$ cat src/rtl/swd_xfer_pkg.sv
// Shared constants, state type and header builder for the serial debug
// host transfer engine. Assumes a 32-bit data word and a 3-bit acknowledge.
package swd_xfer_pkg;

    localparam int WORD_W    = 32;
    localparam int HDR_BITS  = 8;
    localparam int ACK_BITS  = 3;
    localparam int DATA_BITS = WORD_W + 1;
    localparam int CNT_W     = 6;

    localparam logic [ACK_BITS-1:0] ACK_OK    = 3'b001;
    localparam logic [ACK_BITS-1:0] ACK_WAIT  = 3'b010;
    localparam logic [ACK_BITS-1:0] ACK_FAULT = 3'b100;

    typedef enum logic [2:0] {
        ST_IDLE,
        ST_HDR,
        ST_TRN1,
        ST_ACK,
        ST_TRN2,
        ST_WDATA,
        ST_RDATA,
        ST_TRN3
    } seq_state_t;

    // Build the header with bit 0 = first bit on the wire.
    function automatic logic [HDR_BITS-1:0] build_header(
        input logic       apndp,
        input logic       rnw,
        input logic [1:0] addr
    );
        logic par;
        par = apndp ^ rnw ^ addr[0] ^ addr[1];
        return {1'b1, 1'b0, par, addr[1], addr[0], rnw, apndp, 1'b1};
    endfunction

endpackage

$ cat src/rtl/swd_bit_timer.sv
// Serial bit timer. Each bit is a low phase of `half` clocks followed by a
// high phase of `half` clocks. It produces a launch strobe `setup` clocks
// before the rising edge, a sample strobe in the last low cycle and a
// bit-end strobe in the last high cycle.
// Assumes half >= 2 and 1 <= setup <= half-1 (clamped by the caller).
module swd_bit_timer #(
    parameter int DIV_W = 8
) (
    input  logic             clk,
    input  logic             rst_n,
    input  logic             run,
    input  logic [DIV_W-1:0] half,
    input  logic [DIV_W-1:0] setup,
    output logic             swclk,
    output logic             launch,
    output logic             sample,
    output logic             bit_end
);

    localparam logic [DIV_W-1:0] ONE = DIV_W'(1);

    logic [DIV_W-1:0] cnt;
    logic             hi;
    logic             last;

    assign last = (cnt == half - ONE);

    // Phase counter: advances while running, parks at the start of a low phase otherwise.
    always_ff @(posedge clk) begin
        if (!rst_n) begin
            cnt <= '0;
            hi  <= 1'b0;
        end else if (!run) begin
            cnt <= '0;
            hi  <= 1'b0;
        end else if (last) begin
            cnt <= '0;
            hi  <= ~hi;
        end else begin
            cnt <= cnt + ONE;
        end
    end

    // Strobe decode for the current phase position.
    always_comb begin
        launch  = run && !hi && (cnt == half - ONE - setup);
        sample  = run && !hi && last;
        bit_end = run &&  hi && last;
    end

    assign swclk = hi;

endmodule

$ cat src/rtl/swd_sequencer.sv
// Packet sequencer. Walks the header, turnaround, acknowledge and data
// phases one bit at a time on the timer strobes, drives or releases the
// line, collects the acknowledge and read bits and reports the result.
// Assumes launch, sample and bit_end never coincide.
module swd_sequencer
    import swd_xfer_pkg::*;
(
    input  logic              clk,
    input  logic              rst_n,
    input  logic              start,
    input  logic              apndp,
    input  logic              rnw,
    input  logic [1:0]        addr,
    input  logic [WORD_W-1:0] wdata,
    input  logic              launch,
    input  logic              sample,
    input  logic              bit_end,
    input  logic              swdio_i,
    output logic              run,
    output logic              swdio_o,
    output logic              swdio_oe,
    output logic              done,
    output logic [ACK_BITS-1:0] ack,
    output logic              proto_err,
    output logic              parity_err,
    output logic [WORD_W-1:0] rdata
);

    localparam logic [CNT_W-1:0] HDR_LAST  = CNT_W'(HDR_BITS - 1);
    localparam logic [CNT_W-1:0] ACK_LAST  = CNT_W'(ACK_BITS - 1);
    localparam logic [CNT_W-1:0] DATA_LAST = CNT_W'(DATA_BITS - 1);

    seq_state_t             state;
    logic [CNT_W-1:0]       bitcnt;
    logic [DATA_BITS-1:0]   tx;
    logic [DATA_BITS-1:0]   rx;
    logic [ACK_BITS-1:0]    ack_sr;
    logic [WORD_W-1:0]      wdata_q;
    logic                   rnw_q;
    logic                   ack_ok;
    logic                   drive_bit;
    logic                   finish;

    // Phase decode shared by the sequencing process.
    always_comb begin
        ack_ok    = (ack_sr == ACK_OK);
        drive_bit = (state == ST_HDR) || (state == ST_WDATA);
        finish    = bit_end && (
                        ((state == ST_TRN2) && !(ack_ok && !rnw_q)) ||
                        ((state == ST_WDATA) && (bitcnt == DATA_LAST)) ||
                        (state == ST_TRN3));
    end

    // Packet state, line drive, receive shifting and result capture.
    always_ff @(posedge clk) begin
        if (!rst_n) begin
            state      <= ST_IDLE;
            bitcnt     <= '0;
            tx         <= '0;
            rx         <= '0;
            ack_sr     <= '0;
            wdata_q    <= '0;
            rnw_q      <= 1'b0;
            swdio_o    <= 1'b0;
            swdio_oe   <= 1'b1;
            done       <= 1'b0;
            ack        <= '0;
            proto_err  <= 1'b0;
            parity_err <= 1'b0;
            rdata      <= '0;
        end else begin
            done <= 1'b0;
            if (state == ST_IDLE) begin
                if (start) begin
                    tx      <= {{(DATA_BITS-HDR_BITS){1'b0}}, build_header(apndp, rnw, addr)};
                    wdata_q <= wdata;
                    rnw_q   <= rnw;
                    bitcnt  <= '0;
                    state   <= ST_HDR;
                end
            end else begin
                if (launch) begin
                    if (drive_bit) begin
                        swdio_o  <= tx[0];
                        swdio_oe <= 1'b1;
                        tx       <= tx >> 1;
                    end else begin
                        swdio_oe <= 1'b0;
                    end
                end
                if (sample && (state == ST_ACK)) begin
                    ack_sr <= {swdio_i, ack_sr[ACK_BITS-1:1]};
                end
                if (sample && (state == ST_RDATA)) begin
                    rx <= {swdio_i, rx[DATA_BITS-1:1]};
                end
                if (bit_end) begin
                    bitcnt <= bitcnt + CNT_W'(1);
                    case (state)
                        ST_HDR: if (bitcnt == HDR_LAST) begin
                            bitcnt <= '0;
                            state  <= ST_TRN1;
                        end
                        ST_TRN1: begin
                            bitcnt <= '0;
                            state  <= ST_ACK;
                        end
                        ST_ACK: if (bitcnt == ACK_LAST) begin
                            bitcnt <= '0;
                            tx     <= {^wdata_q, wdata_q};
                            state  <= (ack_ok && rnw_q) ? ST_RDATA : ST_TRN2;
                        end
                        ST_TRN2: begin
                            bitcnt <= '0;
                            if (ack_ok && !rnw_q) state <= ST_WDATA;
                        end
                        ST_RDATA: if (bitcnt == DATA_LAST) begin
                            bitcnt <= '0;
                            state  <= ST_TRN3;
                        end
                        default: ;
                    endcase
                end
                if (finish) begin
                    state      <= ST_IDLE;
                    done       <= 1'b1;
                    swdio_o    <= 1'b0;
                    swdio_oe   <= 1'b1;
                    ack        <= ack_sr;
                    proto_err  <= !((ack_sr == ACK_OK) || (ack_sr == ACK_WAIT) ||
                                    (ack_sr == ACK_FAULT));
                    parity_err <= ack_ok && rnw_q && (^rx);
                    rdata      <= (ack_ok && rnw_q) ? rx[WORD_W-1:0] : '0;
                end
            end
        end
    end

    assign run = (state != ST_IDLE);

endmodule

$ cat src/rtl/swd_xfer_engine.sv
// Top of the serial debug host transfer engine. Clamps and captures the
// timing configuration at request acceptance, then couples the bit timer
// to the packet sequencer. Assumes DIV_W >= 2.
module swd_xfer_engine
    import swd_xfer_pkg::*;
#(
    parameter int DIV_W = 8
) (
    input  logic              clk,
    input  logic              rst_n,
    input  logic              req_start,
    input  logic              req_apndp,
    input  logic              req_rnw,
    input  logic [1:0]        req_addr,
    input  logic [31:0]       req_wdata,
    input  logic [DIV_W-1:0]  cfg_half,
    input  logic [DIV_W-1:0]  cfg_setup,
    output logic              rsp_done,
    output logic [2:0]        rsp_ack,
    output logic              rsp_proto_err,
    output logic              rsp_parity_err,
    output logic [31:0]       rsp_rdata,
    output logic              swclk,
    output logic              swdio_o,
    output logic              swdio_oe,
    input  logic              swdio_i
);

    localparam logic [DIV_W-1:0] ONE = DIV_W'(1);
    localparam logic [DIV_W-1:0] TWO = DIV_W'(2);

    logic [DIV_W-1:0] half_eff;
    logic [DIV_W-1:0] setup_eff;
    logic [DIV_W-1:0] half_q;
    logic [DIV_W-1:0] setup_q;
    logic             seq_run;
    logic             t_launch;
    logic             t_sample;
    logic             t_bit_end;

    // Clamp the requested timing into the range the bit timer supports.
    always_comb begin
        half_eff = (cfg_half < TWO) ? TWO : cfg_half;
        if (cfg_setup == '0)
            setup_eff = ONE;
        else if (cfg_setup > half_eff - ONE)
            setup_eff = half_eff - ONE;
        else
            setup_eff = cfg_setup;
    end

    // Capture the timing for the whole transfer when a request is accepted.
    always_ff @(posedge clk) begin
        if (!rst_n) begin
            half_q  <= TWO;
            setup_q <= ONE;
        end else if (req_start && !seq_run) begin
            half_q  <= half_eff;
            setup_q <= setup_eff;
        end
    end

    swd_bit_timer #(.DIV_W(DIV_W)) timer_i (
        .clk     (clk),
        .rst_n   (rst_n),
        .run     (seq_run),
        .half    (half_q),
        .setup   (setup_q),
        .swclk   (swclk),
        .launch  (t_launch),
        .sample  (t_sample),
        .bit_end (t_bit_end)
    );

    swd_sequencer seq_i (
        .clk        (clk),
        .rst_n      (rst_n),
        .start      (req_start),
        .apndp      (req_apndp),
        .rnw        (req_rnw),
        .addr       (req_addr),
        .wdata      (req_wdata),
        .launch     (t_launch),
        .sample     (t_sample),
        .bit_end    (t_bit_end),
        .swdio_i    (swdio_i),
        .run        (seq_run),
        .swdio_o    (swdio_o),
        .swdio_oe   (swdio_oe),
        .done       (rsp_done),
        .ack        (rsp_ack),
        .proto_err  (rsp_proto_err),
        .parity_err (rsp_parity_err),
        .rdata      (rsp_rdata)
    );

endmodule

$ cat config.mk
export PLATFORM = sky130hd
export DESIGN_NAME = swd_xfer_engine
export DESIGN_NICKNAME = d
export VERILOG_FILES = /design/src/rtl/swd_xfer_pkg.sv /design/src/rtl/swd_bit_timer.sv /design/src/rtl/swd_sequencer.sv /design/src/rtl/swd_xfer_engine.sv
export SDC_FILE = /design/constraint.sdc
export NUM_CORES = 1
export LEC_CHECK = 0
export ABC_AREA = 1
export BUFFER_PORTS_ARGS = -buffer_cell sky130_fd_sc_hd__buf_2
export CORE_ASPECT_RATIO = 1.2
export CORE_MARGIN = 2
export CORE_UTILIZATION = 30
export CTS_CLUSTER_SIZE = 24
export DETAILED_ROUTE_END_ITERATION = 6
export RECOVER_POWER = 50
export SKIP_LAST_GASP = 1
export SYNTH_ARGS = -nofsm -noshare
export SYNTH_HDL_FRONTEND = slang
export SYNTH_SLANG_ARGS = --single-unit
$ cat constraint.sdc
create_clock -name clk -period 3.45 [get_ports clk]
set_clock_uncertainty 0.15 [all_clocks]
set_input_delay 0.1725 -clock clk [delete_from_list [all_inputs] [get_ports clk]]
set_output_delay 0.1725 -clock clk [all_outputs]
set_load 0.1 [all_outputs]
=== Word level (Yosys, flattened, before mapping) ===
Index checks and enable logic that the tools add are counted.

* Add/subtract/negate cells: 5
* Magnitude comparators: 2
* Equality and inequality tests: 20
* Mux-type cells: 35
* Bitwise operators: 7
* Reduce and logical (&&, ||, !) cells: 46

{| class="wikitable"
|+ Operator list
! operator !! count
|-
| $mux W33 || 7
|-
| $mux W6 || 6
|-
| $reduce_xor A33 Y1 || 1
|-
| $mux W32 || 1
|-
| $reduce_xor A32 Y1 || 1
|-
| $mux W3 || 8
|-
| $mux W8 || 3
|-
| $pmux W6 S4 || 1
|-
| $eq A8 B8 Y1 || 2
|-
| $sub A8 B1 Y8 const B || 2
|-
| $eq A3 B3 Y1 const B || 5
|-
| $pmux W3 S5 || 1
|-
| $logic_and A1 B1 Y1 || 14
|-
| $reduce_and A2 Y1 || 7
|-
| $eq A3 B2 Y1 const B || 3
|-
| $add A8 B1 Y8 const B || 1
|-
| $gt A8 B8 Y1 || 1
|-
| $logic_not A8 Y1 || 1
|-
| $lt A8 B2 Y1 const B || 1
|-
| $ne A4 B3 Y1 const B || 2
|-
| $sub A8 B8 Y8 || 1
|-
| $mux W1 || 7
|-
| $reduce_and A7 Y1 || 1
|-
| $reduce_bool A7 Y1 || 1
|-
| 19 further kinds || 37
|}

* Register bits after elaboration: 176
* Input bits: 56
* Word-level logic and storage cells: 133

=== Logic depth before layout (Yosys ltp) ===
Gate-level depths: netlist (run 1).

* Depth in word-level cells: 9
* Depth in mapped cells: 23

=== Hierarchy ===
From an unflattened synthesis (run 1), not the netlist that was laid out.

* Cells, all modules: 1470
* Area total of the unflattened synthesis: 9810.7 µm²

{| class="wikitable"
|+ Modules (own cells, without submodules)
! module !! times used !! cells an instance !! area each (µm²)
|-
| swd_sequencer || 1 || 1130 || 7558.5
|-
| swd_bit_timer || 1 || 185 || 1203.7
|-
| swd_xfer_engine || 1 || 155 || 1048.5
|}

=== Worst setup path after synthesis (run 1) ===
No wires, ideal clock.

* Kind: register -> register
* Start: register half_q[0]
* End: register seq_i.tx[14]
* Library setup time: 132 ps
* Data arrival time: 2709 ps
* Required time: 3168 ps
* Slack: 458 ps
* Stages on the path, launching flop included: 22
* Buffers on the path: 1
* Cells stage by stage: dfxtp_1 -> inv_1 -> ha_1 -> inv_1 -> nor2_2 -> nand4_1 -> nand2_1 -> inv_1 -> ha_1 -> a21oi_1 -> o21ai_0 -> nor2_1 -> inv_1 -> nand2_1 -> nand2_1 -> nand3_1 -> clkbuf_1 -> nand2_1 -> nand2_1 -> nand2_1 -> nand2_1 -> a21oi_1

* Cells in the longest elaborated chain, start to end: 9

{| class="wikitable"
|+ RTL lines
! element !! line !! source
|-
| start: declaration || swd_xfer_engine.sv:34 || <nowiki>logic [DIV_W-1:0] half_q;</nowiki>
|-
| start signal: assignment || swd_xfer_engine.sv:58 || <nowiki>half_q <= half_eff;</nowiki>
|-
| $sub A8 B1 Y8 * || swd_bit_timer.sv:26, swd_bit_timer.sv:46 ||
|-
| $sub A8 B8 Y8 || swd_bit_timer.sv:46 || <nowiki>launch = run && !hi && (cnt == half - ONE - setup);</nowiki>
|-
| $eq A8 B8 Y1 || swd_bit_timer.sv:46 ||
|-
| $logic_and A1 B1 Y1 || swd_bit_timer.sv:46 ||
|-
| $mux W33 || swd_sequencer.sv:82 || <nowiki>if (launch) begin</nowiki>
|-
| $mux W33 || swd_sequencer.sv:108 || <nowiki>ST_ACK: if (bitcnt == ACK_LAST) begin</nowiki>
|-
| $mux W33 || swd_sequencer.sv:99 || <nowiki>case (state)</nowiki>
|-
| $mux W33 * || swd_sequencer.sv:97 || <nowiki>if (bit_end) begin</nowiki>
|-
| $mux W33 * || swd_sequencer.sv:73 || <nowiki>if (state == ST_IDLE) begin</nowiki>
|-
| end signal: assignment || swd_sequencer.sv:75 || <nowiki>tx <= {{(DATA_BITS-HDR_BITS){1'b0}}, build_header(apndp, rnw, addr)};</nowiki>
|-
| end signal: assignment || swd_sequencer.sv:86 || <nowiki>tx <= tx >> 1;</nowiki>
|-
| end signal: assignment || swd_sequencer.sv:110 || <nowiki>tx <= {^wdata_q, wdata_q};</nowiki>
|-
| end: declaration || swd_sequencer.sv:35 || <nowiki>logic [DATA_BITS-1:0] tx;</nowiki>
|}

Mark *: on every way between the ends. The rest lies on a longest branch, timed or not.
A chain may end at the register's enable or synchronous reset.

=== Final worst setup path (run 1) ===
* Start: input cfg_half[2]
* End: register setup_q[0]

* Cells in the longest elaborated chain, start to end: 6

{| class="wikitable"
|+ RTL lines
! element !! line !! source
|-
| start: declaration || swd_xfer_engine.sv:16 || <nowiki>input logic [DIV_W-1:0] cfg_half,</nowiki>
|-
| $lt A8 B2 Y1 || swd_xfer_engine.sv:43 || <nowiki>half_eff = (cfg_half < TWO) ? TWO : cfg_half;</nowiki>
|-
| $mux W8 * || swd_xfer_engine.sv:43 ||
|-
| $sub A8 B1 Y8 * || swd_xfer_engine.sv:46, swd_xfer_engine.sv:47 ||
|-
| $gt A8 B8 Y1 || swd_xfer_engine.sv:46 || <nowiki>else if (cfg_setup > half_eff - ONE)</nowiki>
|-
| $mux W8 * || swd_xfer_engine.sv:46 ||
|-
| $mux W8 * || swd_xfer_engine.sv:44 || <nowiki>if (cfg_setup == '0)</nowiki>
|-
| end signal: assignment || swd_xfer_engine.sv:59 || <nowiki>setup_q <= setup_eff;</nowiki>
|-
| end: declaration || swd_xfer_engine.sv:35 || <nowiki>logic [DIV_W-1:0] setup_q;</nowiki>
|}

Marks and branches as above.

==> qor.yml, run 1 <==
status: "complete, no violations"
synth-async-reset-ratio: 0
num_rows: 72
netlist_area_um2: 9890
path_cells: "dlygate4sd3_1 -> buf_2 -> nor2_1 -> nand3_1 -> nor4_1 -> nor2_1 -> inv_1 -> ha_1 -> nand2_1 -> xnor2_1 -> inv_1 -> ha_1 -> nand2_1 -> nor2_1 -> nand2_1 -> o211ai_1 -> nand2_1 -> inv_4 -> nor2_1 -> o21ai_0 -> nand3_1"
dp.cells: 1989
pwr_density_cell_nw_per_um2: 706
die_x_um: 170
cts.sinks: 176
fmax_mhz: 311
syn_avg_cell_area_um2: 6.44
dieArea_um2: 34400
ys_ff_latch: 176
antenna_found_initial: 2
area_growth_pct: 19.7
hold_class: "in2reg"
via_per_inst: 4.71
cp_max_fo: 13
drc: 0
slowest_delay_ns: 0.55
cts_root_buffer: "clkbuf_16"
post-route-util: 0.366
required_ns: 3.58
grt_pass1_wl_um: 45000
finalCritPeriodShare: 0.932
synthCells: 1536
worstSetupPathType: "in2reg"
drive_above_1_share: 0.0774
synthFlopType: "dfxtp_1"
io_pins: 97
overflow: 0
fillers: 3395
initial_core_util: 0.306
ir_drop_mv: 0.415
final_hold_viol_count: 0
critical_path.startpoint_type: "primary input"
gp_congestion: 0.871
cellLeakagePower_nw: 5.40
nNetsFinal: 1731
worst_slew_pin_slew_ns: 1.26
mostFrequentLayoutCells: "nand2_1, nor2_1, dfxtp_1"
clk_pin_slew_ns: 0.08
vias: 9772
synth_edf_count: 0
grt_max_degree: 86
antenna_left: 0
final_common_cell: "nand2_1"
finalSetupViolCount: 0
timing.slew.headroom: 0.160
first_pass_iters: 5
port_buffers: 96
drt_iter0_drc: 536
numCtsBuffers: 17
routed_wirelength_um: 26900
clk_latency_ns: 0.43
yosysSeqAreaShare: 0.356
dpl.hpwl_um: 18100
die_y_um: 203
yosysWarnings: 0
max_cap_viol_count: 0
cts_tree: "built"
clockBufferDepth: 2
ctsHtreeMaxLevel: 4
crit_slowest_cell: "dlygate4sd3_1"
rsz0062_at_grt: "no"
arrival_ns: 3.35
finalSetupTns_ns: 0
end_kind: "flip-flop"
grt_usage: 0.159
syn_nets: 1614
maxSlewViolCount: 0
ys_types: 36
fin_crit_ns: 3.21
grt_pass1_vias: 9391
wl_per_cell_um: 13.0
instances_no_fill: 2075
core_um2: 32300
-- sequential cells by signal, indices dropped and copies added (netlist names) --
name,flops
seq_i.rnw_q,1
seq_i.wdata_q,32
seq_i.rx,33
seq_i.parity_err,1
seq_i.rdata,32
seq_i.ack_sr,3
seq_i.tx,33
seq_i.swdio_oe,1
seq_i.swdio_o,1
timer_i.cnt,8
seq_i.proto_err,1
setup_q,8
seq_i.state,3
seq_i.bitcnt,6
half_q,8
seq_i.done,1
seq_i.ack,3
timer_i.swclk,1
-- what timing repair did --
action	in CTS	in global routing
buffers inserted	0	0
endpoints found under the setup margin	0	34
hold endpoints to repair	54	0
hold buffers	52	0
gates resized for setup	0	5
-- logic make-up (layout without fill, tap and decap cells) --
logic type	Yosys count	after routing	synth area share
and+or+nand+nor	852	852	0.356
AOI/OAI and AO/OA	214	214	0.112
buffers and inverters	194	324	0.0779
DFF	176	176	0.356
xor gates and xnor gates	78	78	0.0691
adders and majority gates	22	22	0.0286
other	0	2	0
-- layer usage --
layer	track usage	routed length (um)
met1	0.194	12400
met2	0.280	12800
met3	0.0285	1110
met4	0.0574	617
met5	0	0
-- cell usage after synthesis, types with 2 or more instances --
cell	instances	area (um2)
nand2_1	434	1630
nor2_1	247	927
dfxtp_1	176	3520
o21ai_0	126	631
inv_1	120	450
nand3_1	120	601
a21oi_1	76	380
clkbuf_1	56	210
xnor2_1	45	394
xor2_1	33	289
ha_1	21	263
nand4_1	15	93.8
buf_2	10	50.1
nor3_1	9	45.0
o211ai_1	7	52.6
nand3b_1	5	37.5
nand2_2	4	25.0
nor2_4	4	45.0
inv_2	3	11.3
nand2_4	3	33.8
nor4_1	3	18.8
buf_8	2	30.0
clkinv_1	2	7.51
nor2_2	2	12.5
or2_2	2	12.5
-- path summary, 6_finish.rpt --
path | startpoint | to | slack (ns) | depth (start not counted)
max | cfg_half[2] | setup_q[0]$_SDFFE_PN1P_ | 0.24 | 21
min | cfg_half[0] | half_q[0]$_SDFFE_PN0P_ | 0.03 | 5
max reg2reg | half_q[1]$_SDFFE_PN1P_ | seq_i.tx[28]$_SDFFE_PN0N_ | 0.32 | 18
min reg2reg | seq_i.ack[1]$_SDFFE_PN0P_ | seq_i.ack[1]$_SDFFE_PN0P_ | 0.30 | 2
-- area by class of cell --
cell class / count / area (um2) / area share
Antenna cell: 2 / 5.00 / 0.000423
Clock buffer: 18 / 439 / 0.0371
Clock inverter: 14 / 161 / 0.0136
Inverter: 125 / 472 / 0.0398
Multi-Input combinational cell: 1166 / 5610 / 0.474
Sequential cell: 176 / 3520 / 0.298
Tap cell: 407 / 509 / 0.0430
Timing Repair Buffer: 167 / 1120 / 0.0948
-- metrics by stage --
step | setup slack [ns] | total power [W] | cell area (um2) | hold slack [ns]
2_1_floorplan | 0.458 | 0.00544 | 9890 | 0.157
3_3_place_gp | 0.289 | 0.00630 | 10800 | 0.248
3_5_place_dp | 0.264 | 0.00633 | 10800 | 0.254
4_1_cts | 0.216 | 0.00838 | 11900 | 0.00288
5_1_grt | 0.0121 | 0.00907 | 11800 | 0.0545
6_report | 0.236 | 0.00836 | 11800 | 0.0324
-- critical path: cells and delay by family --
family,cells,cell delay (ns)
fa+ha+maj,2,0.50
simple gates,11,1.22
compound gates,2,0.24
xor+xnor,1,0.15
buf+inv,5,1.07
-- where the power goes --
part | switching [W] | internal, W | leakage, nW
Sequential | 0.000279 | 0.00231 | 1.43
Clock | 0.000964 | 0.000999 | 0.293
Combinational | 0.00244 | 0.00137 | 3.68
Power figures use the tool's default switching activity.
==> run 2, diff against run 1 <==
--- a/config.mk
+++ b/config.mk
@@ -7,7 +7,7 @@
 export LEC_CHECK = 0
 export ABC_AREA = 1
 export BUFFER_PORTS_ARGS = -buffer_cell sky130_fd_sc_hd__buf_2
-export CORE_ASPECT_RATIO = 1.2
+export CORE_ASPECT_RATIO = 0.9
 export CORE_MARGIN = 2
 export CORE_UTILIZATION = 30
 export CTS_CLUSTER_SIZE = 24
@@ -17,3 +17,4 @@
 export SYNTH_ARGS = -nofsm -noshare
 export SYNTH_HDL_FRONTEND = slang
 export SYNTH_SLANG_ARGS = --single-unit
+export TNS_END_PERCENT = 10
==> run 2 against run 1 <==
Via count shrank 1.3%. Setup slack gained 0.062 ns. Count of clock-buffer cells in the layout unchanged. First-iteration DRC count down 3.5%. Highest routed layer unchanged. Sequential power barely moved. Largest cell class unchanged. Critical path depth stayed put. Cell count increased by 0.67%. Register-to-register slack about the same. Clock power rose by 3%. Maximum frequency is 2.0% higher.
==> qor.yml, run 2 (same netlist as run 1, synthesis figures left out) <==
initial_core_util: 0.302
clk_pin_slew_ns: 0.07
grt_pass1_vias: 9095
final_hold_viol_count: 0
grt_pass1_wl_um: 44100
dieArea_um2: 34400
rsz0062_at_grt: "no"
gp_congestion: 0.821
first_pass_iters: 5
dp.cells: 2004
maxSlewViolCount: 0
worstSetupPathType: "in2reg"
numCtsBuffers: 17
via_per_inst: 4.62
port_buffers: 96
finalSetupTns_ns: 0
slowest_delay_ns: 0.53
timing.slew.headroom: 0.162
mostFrequentLayoutCells: "nand2_1, nor2_1, dfxtp_1"
nNetsFinal: 1732
io_pins: 97
final_common_cell: "nand2_1"
instances_no_fill: 2089
ctsHtreeMaxLevel: 4
grt-busiest-layer: "met2"
hold_class: "in2reg"
max_cap_viol_count: 0
wl_per_cell_um: 12.6
critical_path.startpoint_type: "primary input"
crit_slowest_cell: "dlygate4sd3_1"
area_growth_pct: 20.2
finalCritPeriodShare: 0.914
die_x_um: 195
status: "complete, no violations"
path_cells: "dlygate4sd3_1 -> buf_2 -> nor2_1 -> nand3_1 -> nor4_1 -> nor2_1 -> inv_2 -> ha_2 -> nand2_1 -> xor2_1 -> ha_1 -> nand2_1 -> nor2_1 -> nand2_1 -> o211ai_1 -> nand2_2 -> clkinvlp_4 -> buf_4 -> nand2_1 -> o211ai_1 -> a21oi_1"
cp_max_fo: 6
r2r_slack_ns: 0.32
die_y_um: 176
fin_crit_ns: 3.15
vias: 9644
routed_wirelength_um: 26200
drive_above_1_share: 0.0810
pwr_density_cell_nw_per_um2: 705
overflow: 0
hold_depth: 5
drc: 0
finalSetupViolCount: 0
core_um2: 32700
grt_util_met2: 0.266
end_kind: "flip-flop"
cts_tree: "built"
drt_iter0_drc: 517
fmax_mhz: 317
cp_common_cell: "nand2_1"
reg2reg_depth: 17
dpl.hpwl_um: 17700
clockBufferDepth: 2
arrival_ns: 3.38
antenna_found_initial: 0
clk_latency_ns: 0.45
grtUsageMet1: 0.204
reg_top3: "seq_i.rx: 33 flops, seq_i.tx: 33 flops"
cellLeakagePower_nw: 5.40
grt_usage: 0.156
cts.sinks: 176
num_rows: 63
grt_max_degree: 86
diodes: 0
cts_root_buffer: "clkbuf_16"
required_ns: 3.68
met3_usage: 0.0271
ir_drop_mv: 0.622
antenna_left: 0
worst_slew_pin_slew_ns: 1.26
run 2: per-stage QoR:
step	instance area [um2]	utilization	setup slack (ns)	power (W)	hold slack, ns
floorplan	9890	-	0.458	0.00544	0.157
global placement	10800	0.330	0.223	0.00631	0.245
detailed placement	10800	0.330	0.208	0.00636	0.252
CTS	11900	0.364	0.122	0.00844	0.0242
global route	11900	0.363	0.00435	0.00909	0.00753
finish	11900	0.363	0.298	0.00838	0.0173
run 2: critical path: cells and delay by family:
| kind | cells | cell delay (ns) |
|---|---|---|
| XOR/XNOR | 1 | 0.26 |
| AO/OA/AOI/OAI | 3 | 0.29 |
| adder cells (fa/ha/maj) | 2 | 0.50 |
| buffers and inverters | 5 | 1.12 |
| AND/OR/NAND/NOR | 10 | 1.02 |
run 2: where the power goes:
| group | switching (W) | total [W] | leakage [nW] | internal (W) |
|---|---|---|---|---|
| registers | 0.000267 | 0.00257 | 1.43 | 0.00231 |
| clock network | 0.000966 | 0.00202 | 0.300 | 0.00105 |
| logic | 0.00240 | 0.00379 | 3.67 | 0.00139 |
| total | 0.00363 | 0.00838 | 5.40 | 0.00475 |
run 2: layer usage:
metal,routed length [um],vias to the layer above
met4,325,0
li1,-,5119
met1,12800,4347
met3,915,21
met5,0,-
met2,12100,157
run 2: path summary, 6_finish.rpt:
check                       startpoint                    endpoint
min reg2reg  seq_i.ack[2]$_SDFFE_PN0P_   seq_i.ack[2]$_SDFFE_PN0P_
min                        cfg_half[0]      half_q[0]$_SDFFE_PN0P_
max reg2reg     half_q[0]$_SDFFE_PN0P_  seq_i.swdio_o$_SDFFE_PN0P_
max                        cfg_half[2]     setup_q[2]$_SDFFE_PN0P_
run 2: what timing repair did:
action	CTS	global route
hold endpoints to repair	52	0
hold buffers	51	0
buffers inserted	0	1
endpoints found under the setup margin	0	7
resized for setup	0	5
run 2: cell type report:
type	instances	area (um2)
well taps	422	528
clock inverters	14	191
fillers	3460	20800
inverters	125	473
multi-input cells	1166	5610
clock buffers	18	429
repair inverters	1	7.51
repair buffers	167	1120
flip-flops and latches	176	3520
==> run 3, diff against run 2 <==
--- a/config.mk
+++ b/config.mk
@@ -6,12 +6,12 @@
 export NUM_CORES = 1
 export LEC_CHECK = 0
 export ABC_AREA = 1
-export BUFFER_PORTS_ARGS = -buffer_cell sky130_fd_sc_hd__buf_2
 export CORE_ASPECT_RATIO = 0.9
 export CORE_MARGIN = 2
 export CORE_UTILIZATION = 30
 export CTS_CLUSTER_SIZE = 24
 export DETAILED_ROUTE_END_ITERATION = 6
+export DONT_BUFFER_PORTS = 1
 export RECOVER_POWER = 50
 export SKIP_LAST_GASP = 1
 export SYNTH_ARGS = -nofsm -noshare
==> run 3 against run 2 <==
Routed wire length down 0.45%. Cell count down 4.2%. Total power up 0.30%. Critical path depth down 2. Via count down 3.1%. Final area down 2.6%. Worst hold slack better by 0.0066 ns. Maximum frequency down 0.90%. Sequential share of layout area up 0.79 points. Largest cell class unchanged.
==> qor.yml, run 3 (same netlist as run 1, synthesis figures left out) <==
numCtsBuffers: 17
antenna_found_initial: 0
drc: 0
cts_root_buffer: "clkbuf_16"
critical_path.startpoint_type: "primary input"
grt_max_degree: 87
via_per_inst: 4.67
grt_usage: 0.153
cp_max_fo: 13
cts_tree: "built"
worst_slew_pin_slew_ns: 1.45
status: "complete, no violations"
cp_top_family: "buffers and inverters"
cellLeakagePower_nw: 5.20
drt_iter0_drc: 530
core_um2: 32700
total_power_w: 0.00841
first_pass_iters: 5
cts.sinks: 176
maxSlewViolCount: 0
arrival_ns: 3.37
max_cap_viol_count: 0
timing.slew.headroom: 0.0320
cp_common_cell: "nand2_1"
ir_drop_mv: 0.444
holdWs_ns: 0.0239
hold_depth: 5
r2r_slack_ns: 0.30
final_area_um2: 11600
reg_top3: "seq_i.rx: 33 flops, seq_i.tx: 33 flops"
fmax_mhz: 314
die_x_um: 195
num_rows: 63
initial_core_util: 0.302
mostFrequentLayoutCells: "nand2_1, nor2_1, dfxtp_1"
hold_class: "in2reg"
die_y_um: 176
finalCritPeriodShare: 0.922
dp.cells: 1910
io_pins: 97
clk_latency_ns: 0.44
dieArea_um2: 34400
port_buffers: 0
grt_pass1_vias: 8752
dpl.hpwl_um: 17500
crit_buf_inv: 6
startpoint: "cfg_half[0]"
min-delay-start: "req_addr[0]"
cts_setup_buffers: 0
rsz0062_at_grt: "yes"
wl_per_cell_um: 13.0
crit_slowest_cell: "dlygate4sd3_1"
cp_num_cells: 19
clk_pin_slew_ns: 0.08
path_cells: "dlygate4sd3_1 -> inv_1 -> nor2_1 -> inv_1 -> ha_1 -> nand2_1 -> xnor2_1 -> inv_1 -> ha_1 -> nand2_1 -> nor2_1 -> nand2_1 -> o211ai_1 -> nand2_1 -> inv_2 -> nor2_1 -> o21ai_0 -> nand3_1 -> dlygate4sd3_1"
r2r_end: "seq_i.swdio_o$_SDFFE_PN0P_"
finalSetupViolCount: 0
reg2reg_depth: 17
instances_no_fill: 2001
fin_crit_ns: 3.18
pwr_density_cell_nw_per_um2: 726
min_to: "seq_i.tx[5]$_SDFFE_PN0N_"
final_common_cell: "nand2_1"
final_hold_viol_count: 0
overflow: 0
end_kind: "flip-flop"
grt_pass1_wl_um: 43400
antenna_left: 0
drive_above_1_share: 0.0500
routed_wirelength_um: 26100
worstSetupPathType: "in2reg"
diodes: 0
dpl-instance-area_um2: 10300
nNetsFinal: 1644
area_growth_pct: 17.1
slowest_delay_ns: 0.56
clockBufferDepth: 2
ctsHtreeMaxLevel: 4
fillers: 3470
gp_congestion: 0.863
required_ns: 3.63
r2r-start: "half_q[0]$_SDFFE_PN0P_"
vias: 9342
-- run 3: cell types whose count changed in the layout (fill, tap and decap cells not counted), sizes merged --
| cell | before | now |
|---|---|---|
| clkinvlp | 2 | 0 |
| inv | 127 | 129 |
| clkbuf | 62 | 21 |
| dlygate4sd3 | 51 | 58 |
| buf | 72 | 18 |
-- run 3: per-stage QoR --
stage	TNS [ns]	setup WS, ns	util
after floorplan	0	0.458	-
after global routing	-0.0306	-0.0303	0.354
after global placement	0	0.392	0.316
after detailed placement	0	0.354	0.316
after CTS	0	0.212	0.354
final	0	0.269	0.354
-- run 3: power by group --
group,switching (W),internal [W],total (W)
Combinational,0.00239,0.00136,0.00374
Sequential,0.000283,0.00231,0.00259
Clock,0.00100,0.00107,0.00207
Total,0.00367,0.00473,0.00841
-- run 3: metal layers --
| metal | share of wire | global-route usage | up-vias |
|---|---|---|---|
| li1 | - | - | 4947 |
| met1 | 0.48 | 0.199 | 4179 |
| met2 | 0.46 | 0.258 | 187 |
| met3 | 0.043 | 0.0311 | 29 |
| met4 | 0.018 | 0.0448 | 0 |
| met5 | 0 | 0 | - |
-- run 3: worst reg2reg max path: stages, from the launching register on --
cell and delay [ns]:
dfxtp_1 0.34, inv_1 0.08, ha_1 0.22, inv_1 0.08
nor2_2 0.15, nand4_1 0.12, nand2_1 0.12, inv_1 0.05
ha_1 0.31, a21oi_1 0.15, o21ai_0 0.09, nor2_1 0.14
nand3_1 0.08, nand2_1 0.11, buf_4 0.25, nand3_1 0.24
nand3b_1 0.26, a21oi_1 0.14
-- run 3: worst max path at each step --
stage / end / slack (ns)
final: setup_q[0]$_SDFFE_PN1P_ / 0.27
after global routing: seq_i.swdio_o$_SDFFE_PN0P_ / -0.03
after CTS: setup_q[0]$_SDFFE_PN1P_ / 0.21
after detailed placement: seq_i.swdio_o$_SDFFE_PN0P_ / 0.35
after global placement: seq_i.swdio_o$_SDFFE_PN0P_ / 0.39
after floorplan: seq_i.tx[14]$_SDFFE_PN0N_ / 0.46
-- run 3: timing repair --
item                                   in CTS  in global routing
resized for setup                           0                  1
setup endpoints to repair                   0                  4
hold buffers                               59                  0
endpoints found under the hold margin     109                  0
-- run 3: area by class of cell --
| type | count | area, um2 | area share |
|---|---|---|---|
| multi-input combinational | 1166 | 5620 | 0.486 |
| timing repair buffer | 80 | 792 | 0.0684 |
| tap | 422 | 528 | 0.0456 |
| sequential | 176 | 3520 | 0.304 |
| clock inverter | 15 | 216 | 0.0187 |
| inverter | 125 | 469 | 0.0405 |
| clock buffer | 17 | 425 | 0.0368 |
